===== src/rtl/dacq_pkg.sv =====
package dacq_pkg;
  localparam int NUM_CH = 4;
  localparam int SEL_W  = $clog2(NUM_CH);

  // strobes from control to datapath
  typedef struct packed {
    logic [NUM_CH-1:0] latchEn;  // one per input latch, at most one set
    logic              dacPass;  // DAC registers take their latches this cycle
  } dacq_strobe_t;
endpackage


===== src/rtl/dacq_chan.sv =====
module dacq_chan #(
  parameter int CODE_W = 8
) (
  input  logic              clk,
  input  logic              rst,
  input  logic              latchEn,
  input  logic              dacPass,
  input  logic [CODE_W-1:0] dataIn,
  output logic [CODE_W-1:0] latchQ,
  output logic [CODE_W-1:0] dacQ
);
  // first rank: input latch, open while its write enable is high
  always_ff @(posedge clk) begin
    if (rst) begin
      latchQ <= '0;
    end else if (latchEn) begin
      latchQ <= dataIn;
    end
  end

  // second rank: DAC register, fed from the first rank's previous value
  always_ff @(posedge clk) begin
    if (rst) begin
      dacQ <= '0;
    end else if (dacPass) begin
      dacQ <= latchQ;
    end
  end
endmodule


===== src/rtl/dacq_ctrl.sv =====
module dacq_ctrl
  import dacq_pkg::*;
#(
  parameter int HOLD_CYC = 3
) (
  input  logic             clk,
  input  logic             rst,
  input  logic             writeN,
  input  logic [SEL_W-1:0] chanSel,
  input  logic             loadDac,
  output dacq_strobe_t     strobes,
  output logic             holdErr
);
  localparam int CNT_W = $clog2(HOLD_CYC + 1);
  localparam logic [CNT_W-1:0] HOLD_LD = CNT_W'(HOLD_CYC);

  logic             prevLoad;
  logic             prevWriteN;
  logic [CNT_W-1:0] holdCnt;
  logic             holdErrQ;
  logic             loadRise;
  logic             wrRise;

  assign loadRise = loadDac & ~prevLoad;
  assign wrRise   = writeN & ~prevWriteN;

  // address decode: one enable per channel
  for (genvar i = 0; i < NUM_CH; i++) begin : g_dec
    assign strobes.latchEn[i] = ~writeN && (chanSel == SEL_W'(i));
  end

  // transparent while low, capture on the first high cycle
  assign strobes.dacPass = ~loadDac | loadRise;

  always_ff @(posedge clk) begin
    if (rst) begin
      prevLoad   <= 1'b0;
      prevWriteN <= 1'b1;
      holdCnt    <= '0;
      holdErrQ   <= 1'b0;
    end else begin
      prevLoad   <= loadDac;
      prevWriteN <= writeN;
      if (loadDac) begin
        holdCnt <= '0;
      end else if (wrRise) begin
        holdCnt <= HOLD_LD;
      end else if (holdCnt != '0) begin
        holdCnt <= holdCnt - 1'b1;
      end
      if (loadDac && (holdCnt != '0)) begin
        holdErrQ <= 1'b1;
      end
    end
  end

  assign holdErr = holdErrQ;
endmodule


===== src/rtl/dacq_datapath.sv =====
module dacq_datapath
  import dacq_pkg::*;
#(
  parameter int CODE_W = 8
) (
  input  logic                     clk,
  input  logic                     rst,
  input  logic [CODE_W-1:0]        dataIn,
  input  dacq_strobe_t             strobes,
  output logic [NUM_CH*CODE_W-1:0] latchCodes,
  output logic [NUM_CH*CODE_W-1:0] chanCodes
);
  for (genvar i = 0; i < NUM_CH; i++) begin : g_ch
    dacq_chan #(.CODE_W(CODE_W)) u_chan (
      .clk     (clk),
      .rst     (rst),
      .latchEn (strobes.latchEn[i]),
      .dacPass (strobes.dacPass),
      .dataIn  (dataIn),
      .latchQ  (latchCodes[i*CODE_W +: CODE_W]),
      .dacQ    (chanCodes[i*CODE_W +: CODE_W])
    );
  end
endmodule


===== src/rtl/dac_quad_front.sv =====
module dac_quad_front
  import dacq_pkg::*;
#(
  parameter int CODE_W   = 8,
  parameter int HOLD_CYC = 3
) (
  input  logic                     clk,
  input  logic                     rst,
  input  logic [CODE_W-1:0]        dataIn,
  input  logic [SEL_W-1:0]         chanSel,
  input  logic                     writeN,
  input  logic                     loadDac,
  output logic [NUM_CH*CODE_W-1:0] chanCodes,
  output logic                     holdErr
);
  dacq_strobe_t              strobes;
  logic [NUM_CH*CODE_W-1:0]  latchCodes;

  dacq_ctrl #(.HOLD_CYC(HOLD_CYC)) u_ctrl (
    .clk     (clk),
    .rst     (rst),
    .writeN  (writeN),
    .chanSel (chanSel),
    .loadDac (loadDac),
    .strobes (strobes),
    .holdErr (holdErr)
  );

  dacq_datapath #(.CODE_W(CODE_W)) u_dp (
    .clk        (clk),
    .rst        (rst),
    .dataIn     (dataIn),
    .strobes    (strobes),
    .latchCodes (latchCodes),
    .chanCodes  (chanCodes)
  );
endmodule


===== config.mk =====
export PLATFORM = sky130hd
export DESIGN_NAME = dac_quad_front
export DESIGN_NICKNAME = d
export VERILOG_FILES = /design/src/rtl/dacq_pkg.sv /design/src/rtl/dacq_chan.sv /design/src/rtl/dacq_ctrl.sv /design/src/rtl/dacq_datapath.sv /design/src/rtl/dac_quad_front.sv
export SDC_FILE = /design/constraint.sdc
export NUM_CORES = 1
export LEC_CHECK = 0
export BUFFER_PORTS_ARGS = -buffer_cell sky130_fd_sc_hd__buf_2
export CORE_ASPECT_RATIO = 1.4
export CORE_MARGIN = 2
export CORE_UTILIZATION = 43
export DETAILED_ROUTE_END_ITERATION = 6
export PLACE_DENSITY_LB_ADDON = 0.1
export RECOVER_POWER = 50
export SLEW_MARGIN = 20
export SYNTH_ARGS = -nofsm -noshare
export SYNTH_HDL_FRONTEND = slang
export SYNTH_SLANG_ARGS = --single-unit

===== constraint.sdc =====
create_clock -name clk -period 2.95 [get_ports clk]
set_input_delay 0.295 -clock clk [delete_from_list [all_inputs] [get_ports clk]]
set_output_delay 0.295 -clock clk [all_outputs]
set_load 0.02 [all_outputs]

# Word-level counts from Yosys, hierarchy flattened
# Cells that the tools add are included.
# op_classes
addsub,1
n_mul,0
div,0
n_lt_le_gt_ge,0
n_eq_ne,3
shifts,0
n_mux,2
bitwise,7
reduce_logical,9
# ops
op,n
logical AND 1 bit,5
"equality test 2 bit, second input constant",2
two-way mux 2 bit,2
inverter 1 bit,4
nonzero test 2 bit,2
bitwise AND 1 bit,2
"equality test 2 x 1 -> 1 bit, second input constant",1
logical NOT 2 bit,1
OR reduction 2 bit,1
"subtractor 2 x 1 -> 2 bit, second input constant",1
OR 1 bit,1
# totals
ff_bits,69
latchBits,0
ram_bits,0
mem_bits_ro,0
output_inout_bits,33
elab_cells,34
memories,0

# Depth between registers and ports, before layout
# Gate-level depths: netlist of run 1.
# depth
depth_word,3
ltp_mapped,5

# Cells and area by module
# Synthesis of run 1 repeated with hierarchy kept, for this count alone.
# unflattened
cells_unflattened,231
area_unflattened_um2,2544.9
# by_module_without_submodules
mod,instances,cells_each,area_per_inst_um2
dacq_chan,4,52,579.3
dacq_ctrl,1,23,227.7

# Worst setup path before layout of run 1
# OpenSTA, ideal clock, no wires.
# synth_path
kind,register to register
from,register u_ctrl.holdCnt[0]
to,register u_ctrl.holdCnt[1]
setup_time_ns,0.086
t_arrival_ns,1.148
slack_ns,1.717
path_stages_with_launch,6
n_path_buf,0
cell_sequence,dfxtp_1 inv_1 ha_1 inv_1 mux2_2 a211oi_1
# synth_between
elab_chain_cells,3
word_cells_on_any_way,5
# synth_rtl
item,line,source
from (decl),dacq_ctrl.sv:19,logic [CNT_W-1:0] holdCnt;
from (signal assigned),dacq_ctrl.sv:49,holdCnt <= holdCnt - 1'b1;
subtractor 2 x 1 -> 2 bit,dacq_ctrl.sv:49,
two-way mux 2 bit,dacq_ctrl.sv:48,end else if (holdCnt != '0) begin
two-way mux 2 bit,dacq_ctrl.sv:46,end else if (wrRise) begin
# Several ways; a longest one is shown, not always the timed one. The select of a mux whose other input is x is not followed.
# A chain may end at the register's enable or synchronous reset.

# Final worst setup path of run 1
# layout_path
from,input rst
to,register u_dp.g_ch[0].u_chan.latchQ[4]
# layout_rtl
item,line,source
from (decl),dac_quad_front.sv:8,"input logic rst,"
to (signal assigned),dacq_chan.sv:17,latchQ <= dataIn;
to (decl),dacq_chan.sv:9,"output logic [CODE_W-1:0] latchQ,"
# No word-level cell between the ends.

==> results.toml, run 1 <==
[die]
coreArea_mm2 = 0.00557
placementRows = 32
die-area_mm2 = 0.00645
io_pins = 47
floorplan.initialDensity_pct = 44.9
die_width_um = 68.4
die_h_um = 94.2

[clock_network]
cts_root_buffer_type = "sky130_fd_sc_hd__clkbuf_8"
clock_insertion_delay_worst_skew_ps = 330
cts_max_level = 3
clk_pin_slew_worst_paths_ps = 70
cts_num_sinks = 69
hold_buffer_count_at_cts = 0
clock_tree.buffer_depth = 2
tritoncts = "built"
postCtsSetupBuffers = 0
ctsResizeCount = 0
cts-buffers-inserted = 9

[global_routing]
antenna_found_initial = 0
grt_first_pass_wirelength_um = 8790
globalRouteTotalUtil_pct = 18.6
grt-ovfl-total = 0
grt_max_degree = 42
number_of_global_route_vias_before_repair = 1848

[timing]
fin_worst_skew_ps = 4.29
finalHoldViolCount = 0
report.final.slew_viol_count = 42
setup_repair_after_global_routing_missed_its_margin = "false"
timing.fmax_mhz = 530
relSlewSlack_pct = -14.1
fin_crit_sh_pct = 64.0
fin_crit_ps = 1890
setup_violations = 0
max_slew.worst_pin.slew_ps = 1710
final.setup.tns_ps = 0

[yosys]
post-synth-top-area-fraction_pct = 55.3
ys_top_cells_by_count = "sky130_fd_sc_hd__nand2_1, sky130_fd_sc_hd__dfxtp_1, sky130_fd_sc_hd__a21oi_1"
total_standard_cell_area_after_synthesis_mm2 = 0.00250
largest_cells_by_area_after_synthesis = "sky130_fd_sc_hd__dfxtp_1, sky130_fd_sc_hd__nand2_1, sky130_fd_sc_hd__a21oi_1"
synth.mux.area_fraction_pct = 0.450
post_synth.cell_area_avg_um2 = 8.17
synth.most_common_cell = "sky130_fd_sc_hd__nand2_1"
ys_seq_area_share_pct = 55.3
largest_family_of_logic_cells_by_synthesized_area = "simple AND/OR/NAND/NOR gates"
synthesis.instances = 306
synth_edf_count = 0
asyncSetResetFlopFracSynth_pct = 0
synth_cell_type_count = 24
synth_compound_area_share_pct = 13.6
synth_xor_area_share_pct = 0.350
synth-warning-count = 0
synth_top_cell_by_area = "sky130_fd_sc_hd__dfxtp_1"
post_synth_and_or_nand_nor_area_fraction_pct = 23.8
ys.flop_type = "sky130_fd_sc_hd__dfxtp_1"
synth_fa_ha_area_share_pct = 0.501
syn_nets = 321
synthesis_stage_register_bit_count = 69

[power]
power_switching_mw = 0.415
share_seq_of_total_power_pct = 55.1
intPower_mw = 1.35
report.power.total_mw = 1.76
share_clk_of_total_power_pct = 38.0
leak_nw = 0.972
worst_ir_drop_vdd_v = 0.000351
pwr-share-comb_pct = 6.9
cellPowerDensity_mw_per_mm2 = 624
sw_frac_of_total_pct = 23.6

[worst_setup_path]
timing.setup.critical_path_class = "in2reg"
worstSetupStartpoint = "rst"
crit_path_max_fanout = 41
critical_path.endpoint_type = "flip-flop"
worst-r2r-setup-slack_ps = 1490
rr_startpoint = "u_ctrl.prevLoad"
worst_ep_required_time_ps = 3160
worst_ep_arrival_time_ps = 2090
worstRegToRegCells = 4
worstSetupStartpointType = "input port"
critical_path.reg2reg.endpoint = "u_dp.g_ch[3].u_chan.dacQ[2]"

[job]
max_cap_viols = 1

[placed_design]
globalplace.congestion = 0.773
place.detailed.hpwl_um = 3520
placedInstanceArea_mm2 = 0.00270
i_o_buffers = 46

[hold_path]
hold_path_depth = 2
hold_path.startpoint = "loadDac"
holdCritPathClass = "in2reg"
worstHoldEndpoint = "u_ctrl.holdCnt[0]"

[detailed_routing]
wire_per_inst_um = 12.7
remaining_drc_errors = 0
drt-initial-drc-count = 117
vias = 2019
avgViaCountPerCell = 4.84
drt.antenna.violating_nets = 0
routed_wl_um = 5290
drt_pre_antenna_iters = 4

[layout]
num-fill-cells = 558
flow.area_growth_from_synthesis_pct = 13.1
antenna-diode-count = 0
finalNetCount = 359
final_cell_area_mm2 = 0.00283
drive_gt1_share_pct = 9.17

[outcome]
result_of_the_run = "complete, but fails checks"
violations_in_the_final_reports = "max-capacitance violations, max-slew violations"
==> how the worst max path moves through the flow <==
stage                                          endpoint  slack, ps  cells after the start
after CTS                   u_dp.g_ch[3].u_chan.dacQ[2]       1460                      4
after floorplan                       u_ctrl.holdCnt[1]       1720                      5
after global routing      u_dp.g_ch[0].u_chan.latchQ[0]        890                      3
after global placement      u_dp.g_ch[3].u_chan.dacQ[5]       1420                      5
final                     u_dp.g_ch[0].u_chan.latchQ[4]       1060                      3
after detailed placement    u_dp.g_ch[3].u_chan.dacQ[2]       1360                      5
==> metal layers <==
metal | wire [um] | vias up | global-route usage [%]
li1 | - | 1058 | -
met5 | 0 | - | 0
met3 | 218 | 5 | 5.76
met4 | 74 | 0 | 7.00
met2 | 2510 | 40 | 28.0
met1 | 2490 | 916 | 24.4
==> cell type report <==
class	count	area, um^2	area share (%)
multi-input combinational	212	967	34.2
inverter	3	11.3	0.398
clock buffer	15	166	5.89
sequential	69	1380	48.9
timing repair buffer	49	210	7.44
clock inverter	1	5.00	0.177
tap	68	85.1	3.01
==> sequential cells by signal, indices dropped and copies added, names as in the netlist <==
register and flops:
u_ctrl.holdCnt 2, u_ctrl.holdErr 1, u_ctrl.prevLoad 1, u_ctrl.prevWriteN 1
u_dp.g_ch.u_chan.dacQ 32, u_dp.g_ch.u_chan.latchQ 32
==> logic make-up (layout without fill, tap and decap cells) <==
logic type	count (synthesis)	after routing
xor+xnor	1	1
mux	1	1
buf+inv	25	68
compound gates	67	67
fa+ha+maj	1	1
simple gates	142	142
flops	69	69
==> power by group through the flow <==
| stage | sequential (mW) | clock (mW) | combinational [mW] |
|---|---|---|---|
| final | 0.971 | 0.670 | 0.122 |
| after global routing | 0.974 | 0.734 | 0.138 |
| after CTS | 0.971 | 0.686 | 0.126 |
| after detailed placement | 0.992 | 0 | 0.126 |
| after global placement | 0.992 | 0 | 0.124 |
| after floorplan | 1.00 | 0 | 0.0805 |
==> critical path, stage by stage <==
cell and delay (ps):
sky130_fd_sc_hd__clkbuf_1 1210, sky130_fd_sc_hd__buf_4 490, sky130_fd_sc_hd__a21oi_1 80
==> placed cells by master (no fill, tap or decap) <==
cell type | Yosys | layout
sky130_fd_sc_hd__nand3b_1 | 1 | 1
sky130_fd_sc_hd__nor2_1 | 1 | 1
sky130_fd_sc_hd__xor2_1 | 1 | 1
sky130_fd_sc_hd__nand2_1 | 129 | 129
sky130_fd_sc_hd__nor3b_2 | 2 | 2
sky130_fd_sc_hd__buf_2 | 4 | 12
sky130_fd_sc_hd__or3_1 | 1 | 1
sky130_fd_sc_hd__a21oi_1 | 65 | 65
sky130_fd_sc_hd__or2_2 | 1 | 1
sky130_fd_sc_hd__clkinv_2 | 0 | 1
sky130_fd_sc_hd__clkbuf_8 | 0 | 11
sky130_fd_sc_hd__inv_1 | 3 | 3
sky130_fd_sc_hd__nor3_4 | 1 | 1
sky130_fd_sc_hd__and2_1 | 1 | 1
sky130_fd_sc_hd__nand2b_1 | 1 | 1
sky130_fd_sc_hd__buf_4 | 4 | 3
sky130_fd_sc_hd__or3b_1 | 2 | 2
sky130_fd_sc_hd__and3b_1 | 1 | 1
sky130_fd_sc_hd__mux2_2 | 1 | 1
sky130_fd_sc_hd__nor2b_1 | 1 | 1
sky130_fd_sc_hd__dfxtp_1 | 69 | 69
sky130_fd_sc_hd__ha_1 | 1 | 1
sky130_fd_sc_hd__a211oi_1 | 2 | 2
sky130_fd_sc_hd__clkbuf_1 | 7 | 38
==> through the flow <==
stage / hold WS (ps) / utilization [%] / worst slack, ps / std cells
after detailed placement: 442 / 48.5 / 1360 / 401
after floorplan: 373 / - / 1720 / 306
after global placement: 438 / 48.5 / 1420 / 401
final: 207 / 50.8 / 1060 / 417
after CTS: 197 / 51.6 / 1460 / 417
after global routing: 201 / 50.8 / 890 / 417
No activity file was read; power rests on OpenSTA's default activity.
==> run 2: changes to the inputs <==
==> constraint.sdc (replaced) <==
create_clock -name clk -period 1.6 [get_ports clk]
set_input_delay 0.16 -clock clk [delete_from_list [all_inputs] [get_ports clk]]
set_output_delay 0.16 -clock clk [all_outputs]
set_load 0.02 [all_outputs]
==> results.toml, run 2 (same netlist as run 1, synthesis figures left out) <==
[global_routing]
number_of_global_route_vias_before_repair = 1909
global_route.peak_usage_layer = "met2"
antenna_found_initial = 0
grt_first_pass_wirelength_um = 8830
groute.layer.met2.usage_pct = 28.4
groute.layer.met1.usage_pct = 24.4
grt_max_degree = 53
groute.layer.met3.usage_pct = 3.72
globalRouteTotalUtil_pct = 18.7
grt-ovfl-total = 0

[placed_design]
i_o_buffers = 46
dp_slack_ps = 313
globalplace.congestion = 0.799
place.detailed.hpwl_um = 3480

[timing]
smallest_setup_slack_after_layout_ps = 294
timing.fmax_mhz = 766
fin_worst_skew_ps = 4.88
fin_crit_sh_pct = 81.6
final.setup.tns_ps = 0
setup_repair_after_global_routing_missed_its_margin = "false"
setup_violations = 0
fin_crit_ps = 1310
relSlewSlack_pct = 40.7
max_slew.worst_pin.slew_ps = 888
finalHoldViolCount = 0
report.final.slew_viol_count = 0

[detailed_routing]
drt.antenna.violating_nets = 0
routed_wl_um = 5360
vias = 2035
wire_per_inst_um = 12.8
drt-initial-drc-count = 139
remaining_drc_errors = 0
avgViaCountPerCell = 4.87
drt_pre_antenna_iters = 4

[clock_network]
cts_max_level = 3
clock_insertion_delay_worst_skew_ps = 340
tritoncts = "built"
clock_tree.buffer_depth = 2
cts_num_sinks = 69
hold_buffer_count_at_cts = 0
ctsResizeCount = 0
clk_pin_slew_worst_paths_ps = 70
postCtsSetupBuffers = 0
cts-buffers-inserted = 9
cts_root_buffer_type = "sky130_fd_sc_hd__clkbuf_8"

[power]
report.power.total_mw = 3.60
share_seq_of_total_power_pct = 49.7
worst_ir_drop_vdd_v = 0.000797
power_switching_mw = 0.800
intPower_mw = 2.80
leak_nw = 1.08
cellPowerDensity_mw_per_mm2 = 1240
pwr-share-comb_pct = 6.5
sw_frac_of_total_pct = 22.2
share_clk_of_total_power_pct = 43.8

[die]
coreArea_mm2 = 0.00557
io_pins = 47
die_h_um = 94.2
placementRows = 32
floorplan.initialDensity_pct = 44.9
die_width_um = 68.4
die-area_mm2 = 0.00645

[layout]
antenna-diode-count = 0
num-fill-cells = 581
layout.area.seq_mm2 = 0.00138
final_cell_mix = "sky130_fd_sc_hd__nand2_1, sky130_fd_sc_hd__dfxtp_1, sky130_fd_sc_hd__a21oi_1"
drive_gt1_share_pct = 14.6
finalNetCount = 360
largestRegisters = "u_dp.g_ch.u_chan.dacQ x32, u_dp.g_ch.u_chan.latchQ x32, u_ctrl.holdCnt x2"
final_common_cell = "sky130_fd_sc_hd__nand2_1"
flow.area_growth_from_synthesis_pct = 16.6
final_core_util_pct = 52.4
multiInputGateArea_um2 = 962

[hold_path]
hold_path.startpoint = "loadDac"
holdCritPathClass = "in2reg"

[worst_setup_path]
crit_path_max_fanout = 2
worst_ep_arrival_time_ps = 1550
worst_ep_required_time_ps = 1850
worstSetupStartpointType = "flip-flop"
critical_path.endpoint_type = "flip-flop"
worstSetupStartpoint = "u_ctrl.holdCnt[0]"
rr_startpoint = "u_ctrl.holdCnt[0]"
timing.setup.critical_path_class = "reg2reg"

[outcome]
result_of_the_run = "finished, final reports clean"

[job]
max_cap_viols = 0
==> run 2: changes by cell type in the layout (fill, tap and decap cells not counted) <==
cell                        previous run  this run
sky130_fd_sc_hd__buf_2                12        28
sky130_fd_sc_hd__bufinv_16             0         2
sky130_fd_sc_hd__clkinv_2              1         2
sky130_fd_sc_hd__nor3b_2               2         1
sky130_fd_sc_hd__nor3b_1               0         1
sky130_fd_sc_hd__buf_12                0         1
sky130_fd_sc_hd__clkbuf_1             38        19
==> run 2: worst max-delay path: stages (launching register included) <==
cell and delay [ps]:
sky130_fd_sc_hd__dfxtp_1 340, sky130_fd_sc_hd__inv_1 50, sky130_fd_sc_hd__ha_1 210, sky130_fd_sc_hd__inv_1 80, sky130_fd_sc_hd__mux2_2 330, sky130_fd_sc_hd__a211oi_1 210
==> run 2: final cells by class <==
class,instances,area share [%]
flip-flops and latches,69,47.4
multi-input cells,212,33.0
repair buffers,50,8.58
clock buffers,12,5.32
well taps,68,2.92
clock inverters,4,2.40
inverters,3,0.386
==> run 2: stage by stage <==
step / hold WS [ps] / area, um^2 / std cells
2_1_floorplan: 238 / 2500 / 306
3_3_place_gp: 402 / 2720 / 402
3_5_place_dp: 409 / 2720 / 402
4_1_cts: 48.3 / 2940 / 418
5_1_grt: 76.2 / 2920 / 418
6_report: 56.8 / 2920 / 418
==> run 2: path summary, 6_finish.rpt <==
kind	to	slack (ps)	cells past startpoint
worst min register to register	u_dp.g_ch[0].u_chan.dacQ[3]	450	2
worst min-delay path	u_ctrl.holdCnt[0]	60	2
worst max-delay path	u_ctrl.holdCnt[1]	290	5
worst max register to register	u_ctrl.holdCnt[1]	290	5
==> run 2: power by group through the flow <==
stage               combinational (mW)  clock [mW]  sequential (mW)
floorplan                        0.148           0             1.85
finish                           0.234        1.58             1.79
global placement                 0.237           0             1.83
detailed placement               0.240           0             1.83
CTS                              0.241        1.61             1.79
global route                     0.263        1.69             1.79
==> run 2: per-layer routing <==
layer | vias up | share of wire [%]
met2 | 43 | 47
met3 | 10 | 4.6
met4 | 0 | 2.1
met1 | 917 | 46
met5 | - | 0
li1 | 1065 | -
